## src/rtl/ldft_pkg.sv

```systemverilog
package ldft_pkg;
    parameter int NREG  = 64;
    parameter int NSLOT = 8;
    parameter int AW    = 32;
    parameter int SZW   = 3;

    localparam int RW    = $clog2(NREG);
    localparam int SW    = $clog2(NSLOT);
    localparam int HALF  = NREG / 2;
    localparam int NCLS  = 2;

    typedef enum logic [1:0] {
        RSN_NONE      = 2'd0,
        RSN_REG_MISAL = 2'd1,
        RSN_MEM_MISAL = 2'd2
    } rsn_e;

    typedef struct packed {
        logic           vld;
        logic           avld;
        logic [RW-1:0]  dst;
        logic [SZW-1:0] size;
        logic [SW-1:0]  own;
        logic           fp;
        rsn_e           reg_rsn;
        rsn_e           mem_rsn;
    } slot_rec_t;

    // Mask of flags covered by the enabled halves of a bank.
    function automatic logic [NREG-1:0] half_mask(input logic hi, input logic lo);
        logic [NREG-1:0] m;
        m = '0;
        for (int i = 0; i < NREG; i++) m[i] = (i >= HALF) ? hi : lo;
        return m;
    endfunction

    // Lowest-index unused slot.
    function automatic logic [SW-1:0] first_free(input logic [NSLOT-1:0] used);
        logic [SW-1:0] r;
        r = '0;
        for (int i = NSLOT - 1; i >= 0; i--) if (!used[i]) r = SW'(i);
        return r;
    endfunction
endpackage

```

## src/rtl/ldft_flag_bank.sv

```systemverilog
module ldft_flag_bank
    import ldft_pkg::*;
(
    input  logic            clk,
    input  logic            rst,
    input  logic            ld_en,
    input  logic [RW-1:0]   ld_dst,
    input  logic [RW-1:0]   ld_base,
    input  logic            ld_disp_vld,
    input  logic [RW-1:0]   ld_disp,
    input  logic            ld_fault,
    input  logic            dv_set,
    input  logic [RW-1:0]   dv_dst,
    input  logic            cmd_en,
    input  logic            cmd_all,
    input  logic [RW-1:0]   cmd_idx,
    input  logic [NREG-1:0] cmd_mask,
    input  logic [RW-1:0]   rd_idx,
    output logic            rd_flag,
    output logic            src_poison,
    output logic            cmd_pending,
    output logic [NREG-1:0] flags
);
    logic [NREG-1:0] flags_q;
    logic [NREG-1:0] flags_d;

    assign flags       = flags_q;
    assign rd_flag     = flags_q[rd_idx];
    assign src_poison  = flags_q[ld_base] | (ld_disp_vld & flags_q[ld_disp]);
    assign cmd_pending = cmd_all ? |(flags_q & cmd_mask) : flags_q[cmd_idx];

    // Load and divide updates first, command clears last.
    always_comb begin
        flags_d = flags_q;
        if (ld_en)  flags_d[ld_dst] = ld_fault | src_poison;
        if (dv_set) flags_d[dv_dst] = 1'b1;
        if (cmd_en) begin
            if (cmd_all) flags_d = flags_d & ~cmd_mask;
            else         flags_d[cmd_idx] = 1'b0;
        end
    end

    always_ff @(posedge clk) begin
        if (rst) flags_q <= '0;
        else     flags_q <= flags_d;
    end
endmodule

```

## src/rtl/ldft_slot_pool.sv

```systemverilog
module ldft_slot_pool
    import ldft_pkg::*;
(
    input  logic             clk,
    input  logic             rst,
    input  logic             alloc_en,
    input  slot_rec_t        alloc_rec,
    input  logic [AW-1:0]    alloc_addr,
    input  logic             clr_en,
    input  logic             clr_fp,
    input  logic             clr_all,
    input  logic [RW-1:0]    clr_idx,
    input  logic [SW-1:0]    rd_slot,
    output slot_rec_t        rd_rec,
    output logic [AW-1:0]    rd_addr,
    output logic             free_any,
    output logic [NSLOT-1:0] used_vec
);
    logic [SW-1:0] alloc_idx;
    slot_rec_t     wr_rec;
    slot_rec_t     rec_arr  [NSLOT];
    logic [AW-1:0] addr_arr [NSLOT];

    assign alloc_idx = first_free(used_vec);
    assign free_any  = ~&used_vec;

    always_comb begin
        wr_rec     = alloc_rec;
        wr_rec.vld = 1'b1;
        wr_rec.own = alloc_idx;
    end

    for (genvar s = 0; s < NSLOT; s++) begin : g_slot
        slot_rec_t     rec_q;
        logic [AW-1:0] addr_q;
        logic          hit;

        assign hit = clr_en && rec_q.vld && (rec_q.fp == clr_fp)
                     && (clr_all || (rec_q.dst == clr_idx));

        always_ff @(posedge clk) begin
            if (rst) begin
                rec_q  <= '0;
                addr_q <= '0;
            end else if (alloc_en && (alloc_idx == SW'(s)) && !rec_q.vld) begin
                rec_q  <= wr_rec;
                addr_q <= alloc_addr;
            end else if (hit) begin
                rec_q  <= '0;
                addr_q <= '0;
            end
        end

        assign used_vec[s] = rec_q.vld;
        assign rec_arr[s]  = rec_q;
        assign addr_arr[s] = addr_q;
    end

    assign rd_rec  = rec_arr[rd_slot];
    assign rd_addr = addr_arr[rd_slot];
endmodule

```

## src/rtl/ldft_tracker.sv

```systemverilog
module ldft_tracker
    import ldft_pkg::*;
(
    input  logic           clk,
    input  logic           rst,
    input  logic           ctl_valid,
    input  logic           ctl_keep,
    input  logic           ld_valid,
    input  logic           ld_fp,
    input  logic [5:0]     ld_dst,
    input  logic [5:0]     ld_base,
    input  logic           ld_disp_vld,
    input  logic [5:0]     ld_disp,
    input  logic [2:0]     ld_size,
    input  logic [31:0]    ld_addr,
    input  logic           ld_reg_misal,
    input  logic           ld_mem_misal,
    output logic           ld_go,
    output logic           ld_abort,
    input  logic           cmd_valid,
    input  logic           cmd_commit,
    input  logic           cmd_fp,
    input  logic           cmd_all,
    input  logic [5:0]     cmd_idx,
    input  logic           avail_hi,
    input  logic           avail_lo,
    input  logic           dv_valid,
    input  logic           dv_ovf,
    input  logic           dv_other,
    input  logic           dv_ovf_mask,
    input  logic           dv_nonexc,
    input  logic [5:0]     dv_dst,
    input  logic           rb_fp,
    input  logic [5:0]     rb_idx,
    output logic           rb_flag,
    input  logic [2:0]     rb_slot,
    output logic           rb_s_valid,
    output logic           rb_s_avld,
    output logic [5:0]     rb_s_dst,
    output logic [2:0]     rb_s_size,
    output logic [2:0]     rb_s_own,
    output logic           rb_s_fp,
    output logic [1:0]     rb_s_regrsn,
    output logic [1:0]     rb_s_memrsn,
    output logic [31:0]    rb_s_addr,
    output logic           commit_irq,
    output logic           div_irq,
    output logic           acc_sticky
);
    logic            keep;
    logic            ld_fault;
    logic            ld_acc;
    logic            free_any;
    logic [NSLOT-1:0] slot_used;
    logic            cmd_ok;
    logic            pending;
    logic            src_poison;
    logic [NREG-1:0] cmd_mask;
    logic            dv_cause;
    logic            dv_flag_set;
    logic            clr_en;
    logic [NCLS-1:0] poison_c;
    logic [NCLS-1:0] pend_c;
    logic [NCLS-1:0] rdf_c;
    logic [NREG-1:0] flg_c [NCLS];
    logic [NREG-1:0] int_flags;
    logic [NREG-1:0] fp_flags;
    slot_rec_t       new_rec;
    slot_rec_t       rd_rec;

    assign keep     = ctl_valid & ctl_keep;
    assign ld_fault = ld_reg_misal | ld_mem_misal;
    assign ld_abort = ld_valid & keep & ~free_any;
    assign ld_acc   = ld_valid & ~ld_abort;
    assign cmd_mask = half_mask(avail_hi, avail_lo);
    assign cmd_ok   = cmd_valid & (cmd_all | (cmd_idx[RW-1] ? avail_hi : avail_lo));

    assign dv_cause    = (dv_ovf & ~dv_ovf_mask) | dv_other;
    assign dv_flag_set = dv_valid & dv_cause & dv_nonexc;

    for (genvar c = 0; c < NCLS; c++) begin : g_cls
        ldft_flag_bank u_bank (
            .clk         (clk),
            .rst         (rst),
            .ld_en       (ld_acc && (ld_fp == c[0])),
            .ld_dst      (ld_dst),
            .ld_base     (ld_base),
            .ld_disp_vld (ld_disp_vld),
            .ld_disp     (ld_disp),
            .ld_fault    (ld_fault),
            .dv_set      ((c == 0) && dv_flag_set),
            .dv_dst      (dv_dst),
            .cmd_en      (cmd_ok && (cmd_fp == c[0])),
            .cmd_all     (cmd_all),
            .cmd_idx     (cmd_idx),
            .cmd_mask    (cmd_mask),
            .rd_idx      (rb_idx),
            .rd_flag     (rdf_c[c]),
            .src_poison  (poison_c[c]),
            .cmd_pending (pend_c[c]),
            .flags       (flg_c[c])
        );
    end

    assign int_flags  = flg_c[0];
    assign fp_flags   = flg_c[1];
    assign src_poison = poison_c[ld_fp];
    assign pending    = pend_c[cmd_fp];
    assign rb_flag    = rdf_c[rb_fp];
    assign ld_go      = ld_acc & ~ld_fault & ~src_poison;

    always_comb begin
        new_rec         = '0;
        new_rec.vld     = 1'b1;
        new_rec.avld    = 1'b1;
        new_rec.dst     = ld_dst;
        new_rec.size    = ld_size;
        new_rec.fp      = ld_fp;
        new_rec.reg_rsn = ld_reg_misal ? RSN_REG_MISAL : RSN_NONE;
        new_rec.mem_rsn = ld_mem_misal ? RSN_MEM_MISAL : RSN_NONE;
    end

    assign clr_en = cmd_ok & keep & (~cmd_commit | pending);

    ldft_slot_pool u_pool (
        .clk        (clk),
        .rst        (rst),
        .alloc_en   (ld_acc & keep),
        .alloc_rec  (new_rec),
        .alloc_addr (ld_addr),
        .clr_en     (clr_en),
        .clr_fp     (cmd_fp),
        .clr_all    (cmd_all),
        .clr_idx    (cmd_idx),
        .rd_slot    (rb_slot),
        .rd_rec     (rd_rec),
        .rd_addr    (rb_s_addr),
        .free_any   (free_any),
        .used_vec   (slot_used)
    );

    assign rb_s_valid  = rd_rec.vld;
    assign rb_s_avld   = rd_rec.avld;
    assign rb_s_dst    = rd_rec.dst;
    assign rb_s_size   = rd_rec.size;
    assign rb_s_own    = rd_rec.own;
    assign rb_s_fp     = rd_rec.fp;
    assign rb_s_regrsn = rd_rec.reg_rsn;
    assign rb_s_memrsn = rd_rec.mem_rsn;

    always_ff @(posedge clk) begin
        if (rst) begin
            commit_irq <= 1'b0;
            div_irq    <= 1'b0;
            acc_sticky <= 1'b0;
        end else begin
            commit_irq <= cmd_ok & cmd_commit & pending & keep;
            div_irq    <= dv_valid & dv_cause & ~dv_nonexc;
            acc_sticky <= acc_sticky | (dv_valid & dv_ovf & dv_ovf_mask);
        end
    end
endmodule

```

## config.mk

```make
export PLATFORM = sky130hd
export DESIGN_NAME = ldft_tracker
export DESIGN_NICKNAME = d
export VERILOG_FILES = /design/src/rtl/ldft_pkg.sv /design/src/rtl/ldft_flag_bank.sv /design/src/rtl/ldft_slot_pool.sv /design/src/rtl/ldft_tracker.sv
export SDC_FILE = /design/constraint.sdc
export NUM_CORES = 2
export LEC_CHECK = 0
export BUFFER_PORTS_ARGS = -buffer_cell sky130_fd_sc_hd__buf_2
export CAP_MARGIN = 20
export CORE_MARGIN = 4
export CORE_UTILIZATION = 55
export CTS_BUF_LIST = sky130_fd_sc_hd__clkbuf_8
export DETAILED_ROUTE_END_ITERATION = 8
export HOLD_SLACK_MARGIN = 0.06
export PLACE_DENSITY = 0.73
export SLEW_MARGIN = 40
export SYNTH_ARGS = -nofsm -noshare
export SYNTH_HDL_FRONTEND = slang
export SYNTH_SLANG_ARGS = --single-unit
```

## constraint.sdc

```tcl
create_clock -name clk -period 4 [get_ports clk]
set_input_delay 0.2 -clock clk [delete_from_list [all_inputs] [get_ports clk]]
set_output_delay 0.2 -clock clk [all_outputs]
set_load 0.01 [all_outputs]
```

# ---- Word-level counts from Yosys, hierarchy flattened
# Index checks and enable logic that the tools add are counted.
dict set report totals {
  register_bits 539
  wordCells 324
}
dict set report classes {
  eq_ne 23
  n_bitwise 48
  n_reduce_logical 75
  muxes 88
  n_lt_le_gt_ge 13
}
# operator count
set op_table {}
lappend op_table {{2-to-1 mux 32 bit} 18}
lappend op_table {{2-to-1 mux 64 bit} 7}
lappend op_table {{bitwise AND 64 bit} 6}
lappend op_table {{2-to-1 mux 19 bit} 18}
lappend op_table {{bitwise mux 64 bit} 2}
lappend op_table {{inverter 64 bit} 2}
lappend op_table {{OR reduction 64 bit} 2}
lappend op_table {{binary-select mux 32 bit (select 3 bit)} 1}
lappend op_table {{bitwise OR 64 bit} 1}
lappend op_table {{binary-select mux 19 bit (select 3 bit)} 1}
lappend op_table {{binary-select mux 1 bit (select 6 bit)} 8}
lappend op_table {{equality test 6 bit} 8}
lappend op_table {{logical AND 1 bit} 47}
lappend op_table {{less-than comparator 6 x 7 -> 1 bit, second input constant} 6}
lappend op_table {{2-to-1 mux 3 bit} 8}
lappend op_table {{bitwise AND 1 bit} 21}
lappend op_table {{2-to-1 mux 1 bit} 21}
lappend op_table {{demux 1 bit (select 6 bit)} 3}
lappend op_table {{greater-or-equal comparator 6 x 1 -> 1 bit, second input constant} 3}
lappend op_table {{nonzero test 2 bit} 8}
lappend op_table {{equality test 3 bit, second input constant} 4}
lappend op_table {{bitwise OR 1 bit} 9}
lappend op_table {{equality test 1 bit} 8}
lappend op_table {{zero test 1 bit} 8}
lappend op_table {{10 further kinds} 27}

# ---- Depth between registers and ports, before layout
dict set report depth {
  ltp_word 12
  depth_mapped 15
}

# ---- Modules after synthesis
# From an unflattened synthesis, not the netlist that was laid out.
dict set report hier_totals {
  cells_unflattened 3716
  area_unflattened_um2 32842.7
}
# module seq_area_each_um2 cells_each n_inst area_per_inst_um2
set by_module_without_submodules {}
lappend by_module_without_submodules {ldft_slot_pool 8167.8 1832 1 18146.2}
lappend by_module_without_submodules {{ldft_flag_bank at g_cls[1].u_bank} 1281.2 970 1 7410.9}
lappend by_module_without_submodules {{ldft_flag_bank at g_cls[0].u_bank} 1281.2 880 1 7034.2}
lappend by_module_without_submodules {ldft_tracker 60.1 34 1 251.5}

# ---- Worst setup path after synthesis
# OpenSTA, ideal clock, no wires.
dict set report synth_timing {
  kind {input to register}
  start {in ld_disp[0]}
  end {reg g_cls[0].u_bank.flags_q[63]}
  required_ns 3.858
  path_stages 11
  slack_ns 0.899
  arrival_time_ns 2.959
  path_cell_list {buf_2 > buf_2 > mux4_2 > mux4_2 > mux4_2 > nand2_1 > o311a_1 > buf_4 > nand4_1 > o22ai_1 > a221oi_1}
}
dict set report synth_via {
  elab_chain_len 12
}
# element line
set synth_lines {}
lappend synth_lines {{start, declared} ldft_tracker.sv:13} ;# input logic [5:0] ld_disp,
lappend synth_lines {{binary-select mux 1 bit (select 6 bit) *} ldft_flag_bank.sv:29} ;# assign src_poison = flags_q[ld_base] | (ld_disp_vld & flags_q[ld_disp]);
lappend synth_lines {{2-to-1 mux 1 bit (not written as such) *} ldft_flag_bank.sv:29}
lappend synth_lines {{bitwise AND 1 bit *} ldft_flag_bank.sv:29}
lappend synth_lines {{bitwise OR 1 bit *} ldft_flag_bank.sv:29}
lappend synth_lines {{bitwise OR 1 bit *} ldft_flag_bank.sv:35} ;# if (ld_en) flags_d[ld_dst] = ld_fault | src_poison;
lappend synth_lines {{bitwise mux 64 bit *} ldft_flag_bank.sv:35}
lappend synth_lines {{2-to-1 mux 64 bit *} ldft_flag_bank.sv:35}
lappend synth_lines {{bitwise OR 64 bit (no source line)} --}
lappend synth_lines {{2-to-1 mux 64 bit *} ldft_flag_bank.sv:36} ;# if (dv_set) flags_d[dv_dst] = 1'b1;
lappend synth_lines {{bitwise AND 64 bit, on equally long branches} --}
lappend synth_lines {{2-to-1 mux 64 bit} ldft_flag_bank.sv:38} ;# if (cmd_all) flags_d = flags_d & ~cmd_mask;
lappend synth_lines {{2-to-1 mux 64 bit *} ldft_flag_bank.sv:37} ;# if (cmd_en) begin
lappend synth_lines {{end signal, assigned} ldft_flag_bank.sv:45} ;# else flags_q <= flags_d;
lappend synth_lines {{end, declared} ldft_flag_bank.sv:24} ;# logic [NREG-1:0] flags_q;
# Every way passes the cells marked *; elsewhere a longest branch is shown, timed or not. The select of a mux whose other input is x is not followed.
# A chain may end at the register's enable or synchronous reset.

==> results <==
- The flow ran to the end, and the final reports show no timing, DRC or antenna violations.
- The routability congestion estimate is 1.07.
- Summed over all nets, wire length on met3 after detailed routing comes to around 12 mm.
- The critical path starts at u_pool.g_slot[1].rec_q[17].
- The leakage power summed over all cells is 11.7 nW.
- Timing would allow up to about 0.26 GHz.
- The initial utilization of the core area, before any placement, comes to 55.9%.
- Buffers inserted during clock tree synthesis total 88.
- The class of the most critical hold timing path is in2reg.
- In the final layout, the share of cells above drive strength 1 is 28.5%.
- After technology mapping, the gate count stands at ~2800.
- The tool flagged a number of max-cap violations equal to 0.
- The cell internal power dissipation is 0.00802 W.
- The routed wire length on met2 is about 49 mm.
- The worst setup path is launched from a flop.
- The worst relative slew slack is around a third.
- STA puts the critical path data required time at 3800 ps.
- The total power draw is 0.0111 W.
- The clock skew after layout is 44.5 ps.
- After synthesis, the netlist uses 64 different library cells.
- The hold-critical path depth is 3.
- The final-report hold violation count is 0.
- STA classifies the critical path endpoint as an output port.
- Adding up every negative setup slack in the final design gives 0 ps.
- The register-to-register setup slack is 480 ps.
- The post-CTS setup repair buffer count is 0.
- The overflow left after global routing is 0.
- After detailed routing, the average wire length per cell comes to 30.6 um.
- The first-pass GRT wire length is around 160 mm.
- In the layout the commonest cells are sky130_fd_sc_hd__dfxtp_1, sky130_fd_sc_hd__nor2_1, sky130_fd_sc_hd__mux4_2, sky130_fd_sc_hd__nand2_1, sky130_fd_sc_hd__a21oi_1.
- The worst-case clock buffer depth is 3.
- TritonCTS built the clock tree.
- After floorplanning, the core was divided into 81 placement rows.
- The clock drives 515 sinks.
- VDD sags by at most 327 uV.
- The minimum setup slack after placement is 174 ps.
- For this run, design rule violations remaining after detail routing come to 0.
- The count of pins on the block boundary is 152.
- The worst hold path begins at dv_valid.
- After clock tree synthesis, the clock-pin slew on the worst setup and hold paths is 70 ps.
- The fraction of power consumed by the clock network is 42.9%.
- Entering global routing, the biggest net connects 90 pins.
- The final critical-path setup slack is around 95 ps.
- Leaving out fill and tap cells, the most frequent cell in the layout is sky130_fd_sc_hd__dfxtp_1.
- CTS built an H-tree with a depth of 3.
- The count of vias placed by the detailed router is 26100.
- The dominant register cell in the synthesized netlist is sky130_fd_sc_hd__dfxtp_1.
- The number of enable flip-flop cells after synthesis is 0.
- Data on the critical path arrives at its endpoint at 3700 ps.
- After synthesis, flip-flops and latches occupy approximately 37% of the total area.
- The time the final worst path needs with I/O delays and setup is 3900 ps.
- The wire length reported by the detailed router is 111 mm.
- The area growth from synthesis to final layout is 14.3%.
- The via count of the first global-routing pass is 25900.
- The share of total power dissipated in sequential elements is 46.5%.
- Setup repair after global routing left no endpoint under its margin.
- The highest routing layer actually used is met4.
- Global routing used roughly two fifths of the available tracks across all layers.
- The vertical die dimension is 232 um.
- The area enclosed by the die boundary is 53700 um2.
- For this run, the detailed router's first-pass iteration total came to 6.
- The number of DRC violations after detailed-routing iteration 0 is 3694.
- The wire length the detailed router placed on met1 is between 40 and 50 mm.
- At the later pin of the worst-skew pair, clock insertion delay measures 720 ps.
- The number of max-slew violations in the final report is 0.
- After filler insertion, the fill cell instance count of the layout stands at 4012.
- The post-route clock period utilization is 97.6%.
- For this design the ratio of total power to cell area is 354 nW/um2.
- Of all nets on the critical path, the largest fanout is 9.
- Measured along the x axis, the die boundary spans between 200 and 250 um.
- The register bit count reported by yosys is 515.
- The root buffer cell chosen for the clock tree is sky130_fd_sc_hd__clkbuf_8.
- The quantity of I/O buffers inserted on ports is between 100 and 150.
- Summed over all nets, the half-perimeter wirelength after detailed placement is 72.3 mm.
- The part of the power in combinational logic is between 10% and 20%.
- The number of antenna violations at the first check in global routing is 1.
- The detail-routed via count per cell is 7.22.
- The critical path in this run is classified as reg2out.
- The end of the worst register-to-register path is u_pool.g_slot[7].addr_q[29].
- The number of antenna-violating nets in the routed design is 0.
- Net switching is between 20% and 30% of the power.
- The worst hold path terminates at div_irq.
- The core region is about 50000 um2.
- Setup violations remaining at the end of the flow were counted as 0.
- The reg-to-reg startpoint is g_cls[0].u_bank.flags[51].
- The post-route cell area is 31500 um2.
- The utilization after layout is 63.9%.
- Measured in cells, the most critical reg-to-reg path has a length of 11.
- The average footprint of a synthesized cell is 9.93 um2.
- After synthesis the cells add up to 27600 um2.
- In this run the power spent charging and discharging nets is about 0.0031 W.
- The yosys synthesis warning count is 0.
- The async set or reset register ratio after synthesis is 0%.
- For the pin with the worst max-slew slack, the measured transition is 990 ps.
- The final net count is between 2000 and 3000.
- The total cell area at the placement stage is 29100 um2.
-- logic make-up after synthesis --
group | after synthesis | synth area share [%]
other cells | 1 | 0.0136
xor+xnor | 56 | 1.78
buf+inv | 289 | 4.40
compound gates | 852 | 21.9
flops | 515 | 37.4
mux | 311 | 22.0
simple gates | 751 | 12.5
-- timing repair --
item,4_1_cts,5_1_grt
hold buffers,62,0
endpoints found under the setup margin,0,0
resized for setup,0,0
hold endpoints to repair,382,0
-- critical path, stage by stage, from the launching register on --
cell and delay [ps]:
sky130_fd_sc_hd__dfxtp_1 530, sky130_fd_sc_hd__nand4_1 280, sky130_fd_sc_hd__or2_2 390, sky130_fd_sc_hd__o31ai_1 580, sky130_fd_sc_hd__nor2_1 400, sky130_fd_sc_hd__o2111ai_1 250
sky130_fd_sc_hd__buf_4 270, sky130_fd_sc_hd__nand2_1 120, sky130_fd_sc_hd__buf_2 160
-- metal layers --
metal | GRT usage, % | up-vias
li1 | - | 10900
met1 | 52.1 | 12900
met2 | 60.6 | 1875
met3 | 10.1 | 435
met4 | 25.6 | 0
met5 | 0 | -
-- flip-flops by register name, summed over array words and instances, names as in the netlist --
name and flops:
div_irq 1, commit_irq 1, u_pool.g_slot.addr_q 256, acc_sticky 1, u_pool.used_vec 2, g_cls.u_bank.flags 128
u_pool.g_slot.rec_q 126
-- through the flow --
stage	instances	hold WS, ps
finish	3615	140
detailed placement	3396	402
CTS	3611	102
global route	3612	130
floorplan	2776	276
global placement	3395	394
-- synth_stat cells (all sizes together), types with 3 or more instances --
cell     number  area (um2)
buf          94         479
nor2b        10        62.6
a211oi        3        35.0
mux4        229        5160
o21ai       145         726
a31o        132        1160
nor3b         8        60.1
and3         12        75.1
o22ai        60         375
a31oi        15         106
a22o        178        1560
a311oi        3        32.5
o21a         22         165
inv          11        41.3
nand2b        8        50.1
or2           6        37.5
and2         17         106
xor2         32         280
a221o         4        40.0
dfxtp       515       10300
nor4         38         238
nand2       219         822
a2111oi       6        52.6
mux2         59         664
and3b         3        26.3
o31ai         3        22.5
nand4        14        87.6
a221oi       68         596
nor2        302        1140
clkbuf      183         687
nor3         21         105
xnor2        24         210
nand3b       53         398
mux2i        23         230
nand3        20         100
o2bb2ai       4        35.0
or3b          4        35.0
or3          13        81.3
a21oi       192         961
-- how the worst max path moves through the flow --
stage | end | slack [ps] | cells after the start
floorplan | g_cls[0].u_bank.flags[63] | 900 | 11
CTS | ld_go | 190 | 8
global route | ld_go | 60 | 8
global placement | u_pool.g_slot[7].rec_q[14] | 240 | 12
detailed placement | u_pool.g_slot[7].addr_q[2] | 170 | 12
finish | ld_go | 100 | 8
-- area by class of cell --
type	count	area [um2]	area share, %
tap	664	831	2.64
antenna	4	10.0	0.0318
multi-input combinational	1972	16300	51.6
clock buffer	106	1460	4.63
timing repair buffer	295	2300	7.31
sequential	515	10300	32.7
clock inverter	47	277	0.878
inverter	12	45.0	0.143
-- power by group through the flow --
| stage | Sequential, W | Clock [W] | Combinational (W) |
|---|---|---|---|
| after floorplan | 0.00528 | 0 | 0.000632 |
| after global placement | 0.00529 | 0 | 0.00107 |
| after detailed placement | 0.00529 | 0 | 0.00109 |
| after CTS | 0.00518 | 0.00483 | 0.00113 |
| after global routing | 0.00518 | 0.00504 | 0.00121 |
| final | 0.00518 | 0.00479 | 0.00118 |
(Power assumes the default switching activity.)
